[config.mk]
export PLATFORM = sky130hd
export DESIGN_NAME = dac_cmd_rx
export DESIGN_NICKNAME = d
export VERILOG_FILES = /design/src/rtl/dac_cmd_pkg.sv /design/src/rtl/dac_pin_sync.sv /design/src/rtl/dac_frame_shift.sv /design/src/rtl/dac_cmd_exec.sv /design/src/rtl/dac_cmd_rx.sv
export SDC_FILE = /design/constraint.sdc
export NUM_CORES = 1
export LEC_CHECK = 0
export BUFFER_PORTS_ARGS = -buffer_cell sky130_fd_sc_hd__buf_2
export CORE_MARGIN = 2
export CORE_UTILIZATION = 57
export DETAILED_ROUTE_END_ITERATION = 10
export PLACE_DENSITY_LB_ADDON = 0.2
export RECOVER_POWER = 100
export SYNTH_ARGS = -nofsm -noshare
export SYNTH_HDL_FRONTEND = slang
export SYNTH_HIERARCHICAL = 1
export SYNTH_SLANG_ARGS = --single-unit
[constraint.sdc]
create_clock -name clk -period 2.3 [get_ports clk]
set_clock_uncertainty 0.05 [all_clocks]
set_input_delay 0.23 -clock clk [delete_from_list [all_inputs] [get_ports clk]]
set_output_delay 0.23 -clock clk [all_outputs]
set_load 0.02 [all_outputs]
[src/rtl/dac_cmd_pkg.sv]
package dac_cmd_pkg;
   localparam int OP_W = 4;
   typedef logic [OP_W-1:0] op_t;

   localparam op_t OP_NOP           = 4'h0;
   localparam op_t OP_LOAD_IN       = 4'h1;
   localparam op_t OP_XFER          = 4'h8;
   localparam op_t OP_LOAD_BOTH     = 4'h9;
   localparam op_t OP_STANDBY       = 4'hC;
   localparam op_t OP_WAKE          = 4'hD;
   localparam op_t OP_SHUTDOWN      = 4'hE;
   localparam op_t OP_LOAD_BOTH_ALT = 4'hF;

   typedef enum logic [2:0] {
      ACT_IGNORE,
      ACT_NOP,
      ACT_LOAD_IN,
      ACT_XFER,
      ACT_LOAD_BOTH,
      ACT_POWER
   } act_e;

   function automatic act_e classify(input op_t op);
      case (op)
         OP_NOP:                         return ACT_NOP;
         OP_LOAD_IN:                     return ACT_LOAD_IN;
         OP_XFER:                        return ACT_XFER;
         OP_LOAD_BOTH, OP_LOAD_BOTH_ALT: return ACT_LOAD_BOTH;
         OP_STANDBY, OP_WAKE,
         OP_SHUTDOWN:                    return ACT_POWER;
         default:                        return ACT_IGNORE;
      endcase
   endfunction

   function automatic logic is_reserved(input op_t op);
      return classify(op) == ACT_IGNORE;
   endfunction
endpackage

[src/rtl/dac_pin_sync.sv]
module dac_pin_sync #(
   parameter int             WIDTH   = 3,
   parameter int             STAGES  = 2,
   parameter logic [WIDTH-1:0] RST_VEC = '0
) (
   input  logic             clk,
   input  logic             rst_n,
   input  logic [WIDTH-1:0] d,
   output logic [WIDTH-1:0] q
);
   generate
      if (STAGES < 2) begin : g_bad_stages
         $error("dac_pin_sync: STAGES must be at least 2");
      end
      for (genvar g = 0; g < WIDTH; g++) begin : g_bit
         logic [STAGES-1:0] chain;
         always_ff @(posedge clk or negedge rst_n) begin
            if (!rst_n) chain <= {STAGES{RST_VEC[g]}};
            else        chain <= {chain[STAGES-2:0], d[g]};
         end
         assign q[g] = chain[STAGES-1];
      end
   endgenerate
endmodule

[src/rtl/dac_frame_shift.sv]
module dac_frame_shift #(
   parameter int FRAME_BITS = 16
) (
   input  logic                  clk,
   input  logic                  rst_n,
   input  logic                  sel_fall,
   input  logic                  sel_low,
   input  logic                  bit_strobe,
   input  logic                  bit_val,
   output logic [FRAME_BITS-1:0] frame,
   output logic                  count_exact
);
   localparam int CNT_W   = $clog2(FRAME_BITS + 2);
   localparam int CNT_SAT = FRAME_BITS + 1;

   logic [CNT_W-1:0]      bit_cnt;
   logic [FRAME_BITS-1:0] shreg;

   always_ff @(posedge clk or negedge rst_n) begin
      if (!rst_n) begin
         bit_cnt <= '0;
         shreg   <= '0;
      end else if (sel_fall) begin
         bit_cnt <= '0;
         shreg   <= '0;
      end else if (bit_strobe && sel_low) begin
         shreg <= {shreg[FRAME_BITS-2:0], bit_val};
         if (bit_cnt != CNT_W'(CNT_SAT))
            bit_cnt <= bit_cnt + 1'b1;
      end
   end

   assign frame       = shreg;
   assign count_exact = (bit_cnt == CNT_W'(FRAME_BITS));
endmodule

[src/rtl/dac_cmd_exec.sv]
module dac_cmd_exec
   import dac_cmd_pkg::*;
#(
   parameter int DATA_W = 10
) (
   input  logic              clk,
   input  logic              rst_n,
   input  logic              frame_ok,
   input  op_t               op_i,
   input  logic [DATA_W-1:0] data_i,
   output logic [DATA_W-1:0] dac_q,
   output logic              valid_q,
   output op_t               op_q,
   output logic [DATA_W-1:0] data_q
);
   logic [DATA_W-1:0] in_q;
   act_e              act;

   always_comb act = classify(op_i);

   always_ff @(posedge clk or negedge rst_n) begin
      if (!rst_n) begin
         in_q    <= '0;
         dac_q   <= '0;
         valid_q <= 1'b0;
         op_q    <= '0;
         data_q  <= '0;
      end else begin
         valid_q <= 1'b0;
         if (frame_ok) begin
            case (act)
               ACT_LOAD_IN:   in_q <= data_i;
               ACT_XFER:      dac_q <= in_q;
               ACT_LOAD_BOTH: begin
                  in_q  <= data_i;
                  dac_q <= data_i;
               end
               default: ;
            endcase
            if (act != ACT_IGNORE) begin
               valid_q <= 1'b1;
               op_q    <= op_i;
               data_q  <= data_i;
            end
         end
      end
   end
endmodule

[src/rtl/dac_cmd_rx.sv]
module dac_cmd_rx
   import dac_cmd_pkg::*;
#(
   parameter int DATA_W      = 10,
   parameter int PAD_W       = 2,
   parameter int SYNC_STAGES = 2
) (
   input  logic              clk,
   input  logic              rst_n,
   input  logic              link_sel_n,
   input  logic              link_clk,
   input  logic              link_data,
   output logic [DATA_W-1:0] dac_code,
   output logic              cmd_valid,
   output logic [OP_W-1:0]   cmd_op,
   output logic [DATA_W-1:0] cmd_data
);
   localparam int FRAME_BITS = OP_W + DATA_W + PAD_W;
   localparam int DATA_LSB   = PAD_W;
   localparam int OP_LSB     = PAD_W + DATA_W;

   generate
      if (DATA_W < 1)  begin : g_bad_data  $error("dac_cmd_rx: DATA_W must be positive"); end
      if (PAD_W < 1)   begin : g_bad_pad   $error("dac_cmd_rx: PAD_W must be positive");  end
   endgenerate

   // bit 0: serial clock, bit 1: select, bit 2: data
   logic [2:0] pin_q;
   logic [1:0] lvl_d;
   logic       sclk_rise, sel_rise, sel_fall, sel_low;
   logic [FRAME_BITS-1:0] frame;
   logic       count_exact;
   logic       frame_done;
   logic       frame_ok;
   op_t        cmd_op_q;

   dac_pin_sync #(
      .WIDTH  (3),
      .STAGES (SYNC_STAGES),
      .RST_VEC(3'b010)
   ) sync_i (
      .clk  (clk),
      .rst_n(rst_n),
      .d    ({link_data, link_sel_n, link_clk}),
      .q    (pin_q)
   );

   always_ff @(posedge clk or negedge rst_n) begin
      if (!rst_n) lvl_d <= 2'b10;
      else        lvl_d <= pin_q[1:0];
   end

   assign sclk_rise  = pin_q[0] & ~lvl_d[0];
   assign sel_rise   = pin_q[1] & ~lvl_d[1];
   assign sel_fall   = ~pin_q[1] & lvl_d[1];
   assign sel_low    = ~pin_q[1];

   dac_frame_shift #(.FRAME_BITS(FRAME_BITS)) shift_i (
      .clk        (clk),
      .rst_n      (rst_n),
      .sel_fall   (sel_fall),
      .sel_low    (sel_low),
      .bit_strobe (sclk_rise),
      .bit_val    (pin_q[2]),
      .frame      (frame),
      .count_exact(count_exact)
   );

   assign frame_done = sel_rise;
   assign frame_ok   = frame_done && count_exact && (frame[PAD_W-1:0] == '0);

   dac_cmd_exec #(.DATA_W(DATA_W)) exec_i (
      .clk     (clk),
      .rst_n   (rst_n),
      .frame_ok(frame_ok),
      .op_i    (frame[OP_LSB +: OP_W]),
      .data_i  (frame[DATA_LSB +: DATA_W]),
      .dac_q   (dac_code),
      .valid_q (cmd_valid),
      .op_q    (cmd_op_q),
      .data_q  (cmd_data)
   );

   assign cmd_op = cmd_op_q;
endmodule

---- After elaboration in Yosys (flattened, before gate mapping) ----
Memories as Yosys holds them, arrays and structs flattened.
Index checks and enable logic that the tools add are counted.
cells by class
  muxes and demuxes ....................... 8
  equality and inequality tests ........... 5
  reductions and logical operators ........ 13
  bitwise gates (word level) .............. 6
  $add $sub $neg .......................... 1
operators by type and width
  cell                                                  count
  2-to-1 mux 16 bit                                     2
  case mux 10 bit (2 select lines)                      1
  2-to-1 mux 5 bit                                      3
  AND reduction 2 bit                                   4
  equality test 3 x 2 -> 1 bit (second input constant)  2
  nonzero test 2 bit                                    3
  adder 5 x 1 -> 5 bit (second input constant)          1
  equality test 5 bit (second input constant)           1
  inequality test 5 bit (second input constant)         1
  AND 1 bit                                             3
  equality test 3 bit (second input constant)           1
  logical AND 1 bit                                     3
  NOT 1 bit                                             3
  nonzero test 3 bit                                    1
  zero test 2 bit                                       1
  2-to-1 mux 1 bit                                      2
  OR reduction 2 bit                                    1
storage, ports and cells
  input port bits ......................... 5
  logic and storage cells ................. 45
  memory bits (read-only) ................. 48
  output and inout bits ................... 25
  memories ................................ 1
  bits in registers ....................... 64
memory list
  name              depth  bits a word  rd ports  clocked after Yosys merged registers in  wr ports  RTL line           RTL
  (name not given)  16     3            1         0                                        0         dac_cmd_pkg.sv:24  case (op)

---- Longest topological paths before layout ----
Gate-level depths: netlist of run 1.
  depth after elaboration ................. 5
  mapped depth ............................ 10
  gate-level depth less buffers ........... 9

---- Modules after synthesis ----
Netlist of run 1, hierarchy kept.
by module, submodules not included
  module           area each (um^2)  times used  cells each  sequential area each (um^2)
  dac_cmd_exec     1537.7            1           112         875.8
  dac_frame_shift  948.4             1           103         525.5
  dac_pin_sync     175.2             1           9           152.6
  dac_cmd_rx       88.8              1           7           51.3

---- Worst setup path after synthesis of run 1 ----
Ideal clock, no wire load.
  kind .................................... register -> register
  start point ............................. register shift_i.bit_cnt[2]
  end point ............................... register exec_i.in_q[0]
  slack ................................... 0.145 ns
  required time ........................... 2.125 ns
  path buffers ............................ 0
  stages on the path, launching flop included .. 8
  arrival ................................. 1.980 ns
  period minus slack after synthesis ...... 2.155 ns
  cells stage by stage .................... dfrtp_1 nor3b_1 and2_1 nand2b_1 nor4_2 nand2_1 a21oi_4 mux2_2
on the way
  cells in the longest elaborated chain, start to end .. 4
ends and longest elaborated chain
  item                                  RTL line               RTL
  start: declaration                    dac_frame_shift.sv:16  logic [CNT_W-1:0] bit_cnt;
  start signal: assignment              dac_frame_shift.sv:29  bit_cnt <= bit_cnt + 1'b1;
  equality test 5 bit                   dac_frame_shift.sv:34  assign count_exact = (bit_cnt == CNT_W'(FRAME_BITS));
  net count_exact                       dac_cmd_rx.sv:32       logic count_exact;
  logical AND 1 bit (2 in a row)        dac_cmd_rx.sv:70       assign frame_ok = frame_done && count_exact && (frame[PAD_W-1:0] == '0);
  net frame_ok                          dac_cmd_rx.sv:34       logic frame_ok;
  AND reduction 2 bit (no source line)  --
  end signal: assignment                dac_cmd_exec.sv:32     ACT_LOAD_IN: in_q <= data_i;
  end signal: assignment                dac_cmd_exec.sv:35     in_q <= data_i;
  end: declaration                      dac_cmd_exec.sv:16     logic [DATA_W-1:0] in_q;
The timed path passes the listed nets, and every way through them passes these cells.
A chain may end at the register's enable or synchronous reset.

---- Worst setup path in the final report of run 1 ----
  start point ............................. register shift_i.bit_cnt[0]
  end point ............................... register exec_i.data_q[0]
on the way
  cells in the longest elaborated chain, start to end .. 4
ends and longest elaborated chain
  item                                  RTL line               RTL
  equality test 5 bit                   dac_frame_shift.sv:34
  net count_exact                       dac_cmd_rx.sv:32
  logical AND 1 bit (2 in a row)        dac_cmd_rx.sv:70
  net frame_ok                          dac_cmd_rx.sv:34
  AND reduction 2 bit (no source line)  --
  end signal: assignment                dac_cmd_exec.sv:43     data_q <= data_i;
  end: declaration                      dac_cmd_exec.sv:14     output logic [DATA_W-1:0] data_q
The timed path passes the listed nets, and every way through them passes these cells.

==> impl_metrics.py, run 1 <==
metrics = {
    "run_status": {
        "status": "finished, final reports clean",
    },
    "grt": {
        "grt_max_degree": 65,
        "grt_first_pass_wirelength_um": 7486,
        "first_global_vias": 1615,
        "grtUsageTotal_pct": 18.40,
        "grt_antenna_before_repair": 0,
        "gr-total-overflow": 0,
    },
    "power_and_ir_drop": {
        "p_comb_share_pct": 3.2,
        "pwr-share-seq_pct": 53.1,
        "netSwitchingFraction_pct": 20.77,
        "power_density_nw_per_um2": 707.1,
        "total_leakage_power_uw": 0.001418,
        "peakVddDrop_v": 0.0004718,
        "power_switching_uw": 451.0,
        "internal-power_uw": 1720,
        "power.share.clock_pct": 43.7,
    },
    "detailed_routing": {
        "viasPerCell": 5.324,
        "drc": 0,
        "vias": 1741,
        "detailedRoute.firstPassIterationCount": 4,
        "initialDrtViolationCount": 97,
        "ant_nets": 0,
        "wl_um": 4449,
        "wire_per_inst_um": 13.61,
    },
    "worst_setup_path": {
        "crit_path_end_kind": "flop",
        "worst_path_largest_cell_delay_ps": 430,
        "reg2reg_depth": 8,
        "crit_chain": "inv_1 > ha_1 > and2_1 > nand2b_1 > nor4_2 > buf_4 > nand2_2 > mux2_1",
        "reg2reg_from": "shift_i/bit_cnt[0]",
        "crit_start": "shift_i/bit_cnt[0]",
        "arrival_ps": 2180,
        "r2r-end": "exec_i/data_q[0]",
        "start_kind": "flop",
        "cp_max_fo": 14,
        "path_class": "reg -> reg",
        "slowest_stage": "dfrtp_1",
        "r2r_slack_ps": 270,
        "cp.required_ps": 2460,
    },
    "clock_network": {
        "root_buffer": "clkbuf_8",
        "cts_tree": "done",
        "clk_pin_slew_worst_paths_ps": 60,
        "clk_latency_ps": 330,
        "clock-sinks": 64,
        "cts_buffer_depth": 2,
        "htreeDepth": 3,
        "numCtsBuffers": 9,
    },
    "finish": {
        "fin_cells": 327,
        "multi_input_area_um2": 984.7,
        "final-seq-area_um2": 1605,
        "area_growth_pct": 11.65,
        "num_antenna_cells": 0,
        "nNetsFinal": 276,
        "fillCellCount": 380,
        "final_layout_size_suffix_gt1_share_pct": 17.58,
    },
    "timing": {
        "grt_setup_unrepaired": "no",
        "finalMaxSlewViolations": 0,
        "finalHoldViolations": 0,
        "max_freq_mhz": 493.3,
        "fin_crit_sh_pct": 88.13,
        "setup_viol": 0,
        "slew-limit-headroom_pct": 1.149,
        "finalSetupTns_ps": 0,
        "worstMarginPinSlew_ps": 1483,
        "min_period_ps": 2027,
    },
    "synthesis": {
        "syn_area_per_cell_um2": 11.91,
        "synth_edf_count": 0,
        "ys_warn_count": 6,
        "ys_ff_latch": 64,
        "ys_top_cells_by_count": "dfrtp_1, nand2_1, a21oi_1",
        "yosysMostFrequentCell": "dfrtp_1",
        "synthArstFlopShare_pct": 100.0,
        "synthCells": 231,
        "ys_seq_area_share_pct": 58.37,
        "synth-main-ff-cell": "dfrtp_1",
        "synth_top_area_share_pct": 55.51,
        "ys_types": 29,
        "synth_area_um2": 2750,
        "synthesis.nets": 239,
        "synth_area_leaders": "dfrtp_1, mux2_2, nand2_1, a21oi_1, mux2_4",
        "synth.largest_area_cell": "dfrtp_1",
    },
    "placement": {
        "routabilityCongestion": 0.8388,
        "dpl.hpwl_um": 2810,
        "place_inst": 307,
        "io_buffers": 29,
    },
    "worst_hold_path": {
        "hold_path_class": "in -> async",
    },
    "die": {
        "ioPinCount": 30,
        "die_x_um": 73.46,
        "start_util_pct": 58.61,
        "num_rows": 25,
        "fp.dieH_um": 73.46,
        "dieArea_um2": 5396,
        "core_um2": 4692,
    },
    "run": {
        "drv_cap": 0,
    },
}
-- through the flow --
| stage | hold slack (ps) | utilization [%] | setup slack (ps) | cell area [um2] | total power, uW |
|---|---|---|---|---|---|
| 6_report | 292.8 | 65.44 | 273.0 | 3070 | 2171 |
| 3_3_place_gp | 282.1 | 61.92 | 266.3 | 2905 | 1241 |
| 4_1_cts | 42.73 | 66.80 | 193.8 | 3134 | 2202 |
| 5_1_grt | 305.0 | 65.44 | 70.08 | 3070 | 2259 |
| 2_1_floorplan | -115.6 | - | 145.4 | 2750 | 1209 |
| 3_5_place_dp | 285.8 | 61.92 | 219.0 | 2905 | 1243 |
-- per-layer routing --
metal	global-route usage, %	vias to the layer above	share of wire (%)
met5	0	-	0
met4	9.091	0	1.9
met3	4.115	7	3.7
met2	28.87	34	48
met1	24.11	851	46
li1	-	849	-
-- power groups by stage --
stage                     logic, uW  registers (uW)  clock network, uW
after CTS                      74.7            1150                975
final                          70.3            1150                949
after global routing           82.3            1150               1020
after floorplan                39.3            1170                  0
after detailed placement       70.1            1170                  0
after global placement         68.7            1170                  0
-- what timing repair did --
| item | 4_1_cts | 5_1_grt |
|---|---|---|
| setup buffers | 0 | 1 |
| endpoints found under the hold margin | 3 | 0 |
| endpoints found under the setup margin | 0 | 6 |
| resized for setup | 0 | 1 |
| hold buffers | 3 | 0 |
-- state kept, by name (all words and copies together), names as in the netlist --
name and flops:
exec_i/dac_q 10, exec_i/valid_q 1, lvl_d 2, exec_i/op_q 4, shift_i/bit_cnt 5, exec_i/in_q 10, exec_i/data_q 10, sync_i/g_bit.chain 6
shift_i/frame 16
-- worst max path at each step --
stage                             endpoint  slack, ps  depth (start not counted)
final                     exec_i/data_q[0]        270                          8
after global routing       exec_i/dac_q[0]         70                         10
after CTS                   exec_i/in_q[2]        190                          7
after detailed placement    exec_i/in_q[6]        220                          7
after global placement      exec_i/in_q[5]        270                          7
after floorplan             exec_i/in_q[0]        150                          7
-- area by class of cell --
| class | count | share of cell area, % |
|---|---|---|
| repair buffers | 38 | 6.357 |
| well taps | 54 | 2.200 |
| clock inverters | 3 | 1.304 |
| clock buffers | 13 | 5.175 |
| flip-flops and latches | 64 | 52.28 |
| inverters | 5 | 0.6112 |
| multi-input cells | 150 | 32.07 |
-- cells by family after synthesis --
logic type | share of synthesized area [%]
buffers and inverters | 4.140
AND/OR/NAND/NOR | 12.78
AO/OA/AOI/OAI | 7.461
flip-flops | 58.37
multiplexers | 15.88
adder cells (fa/ha/maj) | 1.365
-- critical path: cells and delay by family (launching register included) --
family	cells	cell delay, ps
adder cells (fa/ha/maj)	1	150
multiplexers	1	390
flip-flops	1	430
buffers and inverters	2	290
AND/OR/NAND/NOR	4	590
-- placed cells by master, fill, tap and decap left out, drive strengths merged --
cell type	count
a21oi	33
a311o	1
and2	2
and2b	1
buf	8
bufinv	1
clkbuf	40
clkinv	2
dfrtp	61
dfstp	3
dlygate4sd3	3
ha	3
inv	5
mux2	26
mux2i	11
nand2	41
nand2b	3
nand3	3
nand4	2
nor2	18
nor2b	3
nor3b	1
nor4	1
or2	1
Note: power is estimated with default switching activity, not from simulation.
==> inputs of run 2 (changes only) <==
--- a/config.mk
+++ b/config.mk
@@ -6,9 +6,11 @@
 export NUM_CORES = 1
 export LEC_CHECK = 0
 export BUFFER_PORTS_ARGS = -buffer_cell sky130_fd_sc_hd__buf_2
+export CORE_ASPECT_RATIO = 2
 export CORE_MARGIN = 2
 export CORE_UTILIZATION = 57
 export DETAILED_ROUTE_END_ITERATION = 10
+export HOLD_SLACK_MARGIN = 0.03
 export PLACE_DENSITY_LB_ADDON = 0.2
 export RECOVER_POWER = 100
 export SYNTH_ARGS = -nofsm -noshare
==> run 2 against run 1 <==
Effect of this change:
- design area is 0.37% higher
- die area is 0.62% higher
- flip-flop and latch count stayed put
- combinational power is 7.5% higher
- wire length is 5.8% higher
- non-clock buffer count stayed put
- clock-buffer cell count is 1 lower
- worst setup slack worse by 26 ps
- register-to-register slack worse by 30 ps
- via count is 0.63% lower
- critical path type unchanged
- critical endpoint is now exec_i/in_q[6]
- largest cell class unchanged
==> impl_metrics.py, run 2 (synthesis gave the netlist of run 1 again) <==
metrics = {
    "run_status": {
        "status": "finished, final reports clean",
    },
    "clock_network": {
        "htreeDepth": 3,
        "numCtsBuffers": 9,
        "clock-sinks": 64,
        "cts_tree": "done",
        "cts_setup_buffers": 0,
        "clk_pin_slew_worst_paths_ps": 70,
        "root_buffer": "clkbuf_8",
        "clk_latency_ps": 330,
        "cts_buffer_depth": 2,
    },
    "placement": {
        "dpl_worst_slack_ps": 207.3,
        "place_inst": 308,
        "dpl.hpwl_um": 3179,
        "routabilityCongestion": 0.7499,
        "io_buffers": 29,
    },
    "die": {
        "fp.dieH_um": 102.2,
        "start_util_pct": 59.25,
        "dieArea_um2": 5430,
        "die_x_um": 53.12,
        "ioPinCount": 30,
        "num_rows": 35,
        "core_um2": 4642,
    },
    "timing": {
        "setup_slack_ps": 247.0,
        "setup_viol": 0,
        "fin_crit_sh_pct": 89.26,
        "min_period_ps": 2053,
        "grt_setup_unrepaired": "no",
        "worstMarginPinSlew_ps": 1366,
        "max_freq_mhz": 487.1,
        "finalMaxSlewViolations": 0,
        "slew-limit-headroom_pct": 8.923,
        "finalSetupTns_ps": 0,
        "finalHoldViolations": 0,
    },
    "finish": {
        "layout_commonest_cell": "dfrtp_1",
        "area_growth_pct": 12.06,
        "final_layout_size_suffix_gt1_share_pct": 17.95,
        "fin_cells": 328,
        "mostFrequentLayoutCells": "dfrtp_1, nand2_1, a21oi_1, clkbuf_1, nor2_1",
        "largest_reg_flops": 16,
        "nNetsFinal": 276,
        "num_antenna_cells": 0,
    },
    "worst_setup_path": {
        "start_kind": "flop",
        "arrival_ps": 2220,
        "reg2reg_depth": 7,
        "crit_path_end_kind": "flop",
        "cp_max_fo": 10,
        "cp.required_ps": 2470,
        "path_class": "reg -> reg",
    },
    "grt": {
        "grtUsageTotal_pct": 20.77,
        "grt_first_pass_wirelength_um": 8010,
        "gr-total-overflow": 0,
        "grt_antenna_before_repair": 0,
        "grt_max_degree": 41,
        "first_global_vias": 1688,
    },
    "detailed_routing": {
        "drc": 0,
        "ant_nets": 0,
        "wire_per_inst_um": 14.35,
        "wl_um": 4707,
        "viasPerCell": 5.274,
        "detailedRoute.firstPassIterationCount": 4,
        "vias": 1730,
        "initialDrtViolationCount": 31,
    },
    "run": {
        "drv_cap": 0,
    },
    "power_and_ir_drop": {
        "power_density_nw_per_um2": 699.3,
        "peakVddDrop_v": 0.0006574,
        "total_leakage_power_uw": 0.001415,
    },
    "worst_hold_path": {
        "hold_path_class": "reg -> reg",
        "hold_path_depth": 0,
    },
}
==> run 2: cell types whose count changed in the layout (fill, tap and decap cells not counted), sizes merged <==
cell         previous run  this run
dlygate4sd3             3         4
clkinv                  2         3
clkbuf                 40        38
==> run 2: metal layers <==
metal,track usage (%),wire length [um]
met1,23.79,1989
met2,33.94,2436
met3,5.848,150
met4,11.83,129
met5,0,0
==> run 2: path summary, 6_finish.rpt <==
check | startpoint | to | slack, ps
worst max-delay path | shift_i/bit_cnt[2] | exec_i/in_q[6] | 250
worst min-delay path | sync_i/g_bit[0].chain[0] | sync_i/g_bit[0].chain[1] | 300
worst max register to register | shift_i/bit_cnt[2] | exec_i/in_q[6] | 250
worst min register to register | sync_i/g_bit[0].chain[0] | sync_i/g_bit[0].chain[1] | 300
max in group asynchronous | rst_n | exec_i/in_q[8] | 680
min in group asynchronous | rst_n | exec_i/valid_q | 680
==> run 2: area by class of cell <==
cell class / count / area (um2)
sequential: 64 / 1605
fill: 377 / 1560
multi-input combinational: 150 / 996.0
timing repair buffer: 38 / 202.7
clock buffer: 12 / 145.1
tap: 55 / 68.82
clock inverter: 4 / 45.04
inverter: 5 / 18.77
==> run 2: what timing repair did <==
action | 4_1_cts | 5_1_grt
endpoints found under the hold margin | 24 | 0
hold buffers | 4 | 0
endpoints found under the setup margin | 0 | 19
gates resized for setup | 0 | 1
==> run 2: power breakdown <==
group          leakage [uW]  internal, uW  switching (uW)
Combinational      0.000445          26.2            49.4
Sequential         0.000870          1140            11.1
Clock              0.000100           525             402
Total               0.00142          1690             462
==> run 2: worst max-delay path: stages, from the launching register on <==
cell and delay [ps]:
dfrtp_1 430, nor3b_2 230, and2_0 150, nand2b_1 60, nor4_2 170, nand2_1 130
a21oi_4 320, mux2_2 390
==> run 2: metrics by stage <==
stage / total power (uW) / area [um2] / hold slack, ps / util, %
global placement: 1243 / 2919 / 204.2 / 62.88
CTS: 2181 / 3149 / 300.0 / 67.84
global route: 2246 / 3082 / 308.0 / 66.39
detailed placement: 1247 / 2919 / 203.4 / 62.88
finish: 2155 / 3082 / 297.7 / 66.39
floorplan: 1209 / 2750 / -115.6 / -
==> inputs of run 3 (changes only) <==
--- a/config.mk
+++ b/config.mk
@@ -5,10 +5,11 @@
 export SDC_FILE = /design/constraint.sdc
 export NUM_CORES = 1
 export LEC_CHECK = 0
+export ABC_AREA = 1
 export BUFFER_PORTS_ARGS = -buffer_cell sky130_fd_sc_hd__buf_2
 export CORE_ASPECT_RATIO = 2
 export CORE_MARGIN = 2
-export CORE_UTILIZATION = 57
+export CORE_UTILIZATION = 58
 export DETAILED_ROUTE_END_ITERATION = 10
 export HOLD_SLACK_MARGIN = 0.03
 export PLACE_DENSITY_LB_ADDON = 0.2
==> run 3 against run 2 <==
Effect of this change:
- worst hold slack improved by 17 ps
- power rose by 2.4%
- clock power fell by 2%
- wire length rose by 23%
==> impl_metrics.py, run 3 <==
metrics = {
    "clock_network": {
        "clock-sinks": 64,
        "cts_buffer_depth": 2,
        "htreeDepth": 3,
        "clk_latency_ps": 330,
        "cts_resized": 0,
        "cts_tree": "done",
        "numCtsBuffers": 9,
        "clk_pin_slew_worst_paths_ps": 70,
        "root_buffer": "clkbuf_8",
    },
    "die": {
        "fp.dieH_um": 103.4,
        "num_rows": 36,
        "ioPinCount": 30,
        "dieArea_um2": 5557,
        "die_x_um": 53.72,
        "start_util_pct": 59.50,
        "core_um2": 4820,
    },
    "worst_setup_path": {
        "worst_path_most_repeated_cell": "nand2_1",
        "slowest_stage": "dfrtp_1",
        "crit_family": "simple AND/OR/NAND/NOR gates",
        "cp_max_fo": 23,
        "crit_chain": "nor2_2 > nand2_1 > nor2_1 > nand3_1 > nor2_1 > nand3_4 > inv_4 > nand2_2 > nand2_1 > nand2_1",
        "cp_num_buf_inv": 1,
        "path_class": "reg -> reg",
        "start_kind": "flop",
        "arrival_ps": 2180,
        "worst_path_largest_cell_delay_ps": 470,
        "cp.required_ps": 2480,
        "crit_path_end_kind": "flop",
    },
    "run": {
        "drv_cap": 0,
    },
    "synthesis": {
        "yosysMostFrequentCell": "nand2_1",
        "ys_top_cells_by_count": "nand2_1, dfrtp_1, nand3_1",
        "synth_area_um2": 2868,
        "synth_edf_count": 0,
        "synth.largest_area_cell": "dfrtp_1",
        "ys_seq_area_share_pct": 55.98,
        "ys_ff_latch": 64,
        "synth_top_area_share_pct": 53.23,
        "synth-main-ff-cell": "dfrtp_1",
        "syn_area_per_cell_um2": 8.934,
        "synthCells": 321,
        "synthArstFlopShare_pct": 100.0,
        "ys_types": 24,
        "synthesis.nets": 329,
        "ys_warn_count": 6,
        "synth_area_leaders": "dfrtp_1, nand2_1, nand3_1, dfstp_2, nand4_1",
    },
    "finish": {
        "final_cell_area_um2": 3187,
        "fin_util_pct": 66.12,
        "final_layout_size_suffix_gt1_share_pct": 11.20,
        "final-seq-area_um2": 1605,
        "largest_reg_flops": 16,
        "nNetsFinal": 360,
        "mostFrequentLayoutCells": "nand2_1, dfrtp_1, nand3_1, clkbuf_1, inv_1",
        "layout_commonest_cell": "nand2_1",
        "fillCellCount": 401,
        "num_antenna_cells": 0,
        "fin_cells": 414,
        "area_growth_pct": 11.13,
        "multi_input_area_um2": 1037,
    },
    "timing": {
        "finalSetupTns_ps": 0,
        "fin_crit_sh_pct": 86.94,
        "slew-limit-headroom_pct": 6.957,
        "finalHoldViolations": 0,
        "min_period_ps": 2000,
        "max_freq_mhz": 500.1,
        "grt_setup_unrepaired": "no",
        "worstMarginPinSlew_ps": 1396,
        "finalMaxSlewViolations": 0,
        "setup_viol": 0,
    },
    "placement": {
        "io_buffers": 29,
        "place_inst": 394,
        "routabilityCongestion": 0.9108,
        "dpl_cell_area_um2": 2997,
        "dpl.hpwl_um": 4074,
    },
    "detailed_routing": {
        "ant_nets": 0,
        "vias": 2183,
        "wl_um": 5789,
        "initialDrtViolationCount": 59,
        "drc": 0,
        "detailedRoute.firstPassIterationCount": 4,
        "viasPerCell": 5.273,
        "wire_per_inst_um": 13.98,
    },
    "grt": {
        "grt_antenna_before_repair": 0,
        "gr-total-overflow": 0,
        "grt_max_degree": 40,
        "grt_first_pass_wirelength_um": 9977,
        "grtUsageTotal_pct": 25.13,
        "first_global_vias": 2150,
    },
    "power_and_ir_drop": {
        "total_leakage_power_uw": 0.001608,
        "peakVddDrop_v": 0.0007086,
        "power_density_nw_per_um2": 692.3,
    },
    "run_status": {
        "status": "finished, final reports clean",
    },
    "worst_hold_path": {
        "hold_path_class": "reg -> reg",
    },
}
## run 3: changes by cell type in the layout (fill, tap and decap cells not counted), sizes merged, moves of 9 or more
| cell | delta |
|---|---|
| nand2 | +90 |
| nand3 | +33 |
| a21oi | -32 |
| mux2 | -26 |
| inv | +19 |
| o21ai | +17 |
| mux2i | -11 |
| nand4 | +10 |
| nor2 | -9 |
## run 3: per-stage QoR
stage / hold WS, ps / power (uW) / worst slack (ps)
2_1_floorplan: -115.6 / 1278 / 638.2
6_report: 314.6 / 2206 / 300.4
5_1_grt: 315.1 / 2296 / 70.27
3_3_place_gp: 208.2 / 1304 / 414.9
3_5_place_dp: 215.5 / 1311 / 348.5
4_1_cts: 313.7 / 2226 / 342.7
## run 3: cell type report
cell class                      instances  area share (%)
Clock inverter                          6           1.885
Tap cell                               57           2.238
Clock buffer                           10           4.005
Timing Repair Buffer                   37           6.046
Sequential cell                        64           50.37
Multi-Input combinational cell        216           32.55
Inverter                               24           2.905
## run 3: cell families (layout without fill, tap and decap cells)
family | count (synthesis) | in the layout | synth area share (%)
adder cells (fa/ha/maj) | 3 | 3 | 1.309
buffers and inverters | 41 | 77 | 7.853
AND/OR/NAND/NOR | 189 | 189 | 30.02
flip-flops | 64 | 64 | 55.98
AO/OA/AOI/OAI | 24 | 24 | 4.843
## run 3: worst paths after layout
| path | from | slack, ps | endpoint | depth (start not counted) |
|---|---|---|---|---|
| max | shift_i/bit_cnt[2] | 300 | exec_i/in_q[6] | 10 |
| min | sync_i/g_bit[0].chain[0] | 310 | sync_i/g_bit[0].chain[1] | 0 |
| max reg2reg | shift_i/bit_cnt[2] | 300 | exec_i/in_q[6] | 10 |
| min reg2reg | sync_i/g_bit[0].chain[0] | 310 | sync_i/g_bit[0].chain[1] | 0 |
| max in group asynchronous | rst_n | 590 | lvl_d[1] | 3 |
| min in group asynchronous | rst_n | 700 | exec_i/data_q[0] | 2 |
## run 3: repair_timing
| item | CTS | global route |
|---|---|---|
| hold buffers | 4 | 0 |
| setup endpoints to repair | 0 | 0 |
| setup buffers | 0 | 0 |
| hold endpoints to repair | 26 | 0 |
## run 3: metal layers
layer	track usage, %	share of wire [%]	up-vias
met5	0	0	-
met4	13.81	4.1	0
met3	7.615	4.1	19
met2	41.28	54	53
met1	28.20	38	1026
li1	-	-	1085
## run 3: power by group
| group | internal [uW] | switching [uW] |
|---|---|---|
| Clock | 494 | 419 |
| Sequential | 1150 | 26.2 |
| Combinational | 41.2 | 76.8 |
## run 3: worst reg2reg max path: stages, from the launching register on
cell and delay (ps):
dfrtp_1 470, nor2_2 220, nand2_1 70, nor2_1 80
nand3_1 80, nor2_1 240, nand3_4 120, inv_4 200
nand2_2 190, nand2_1 130, nand2_1 60
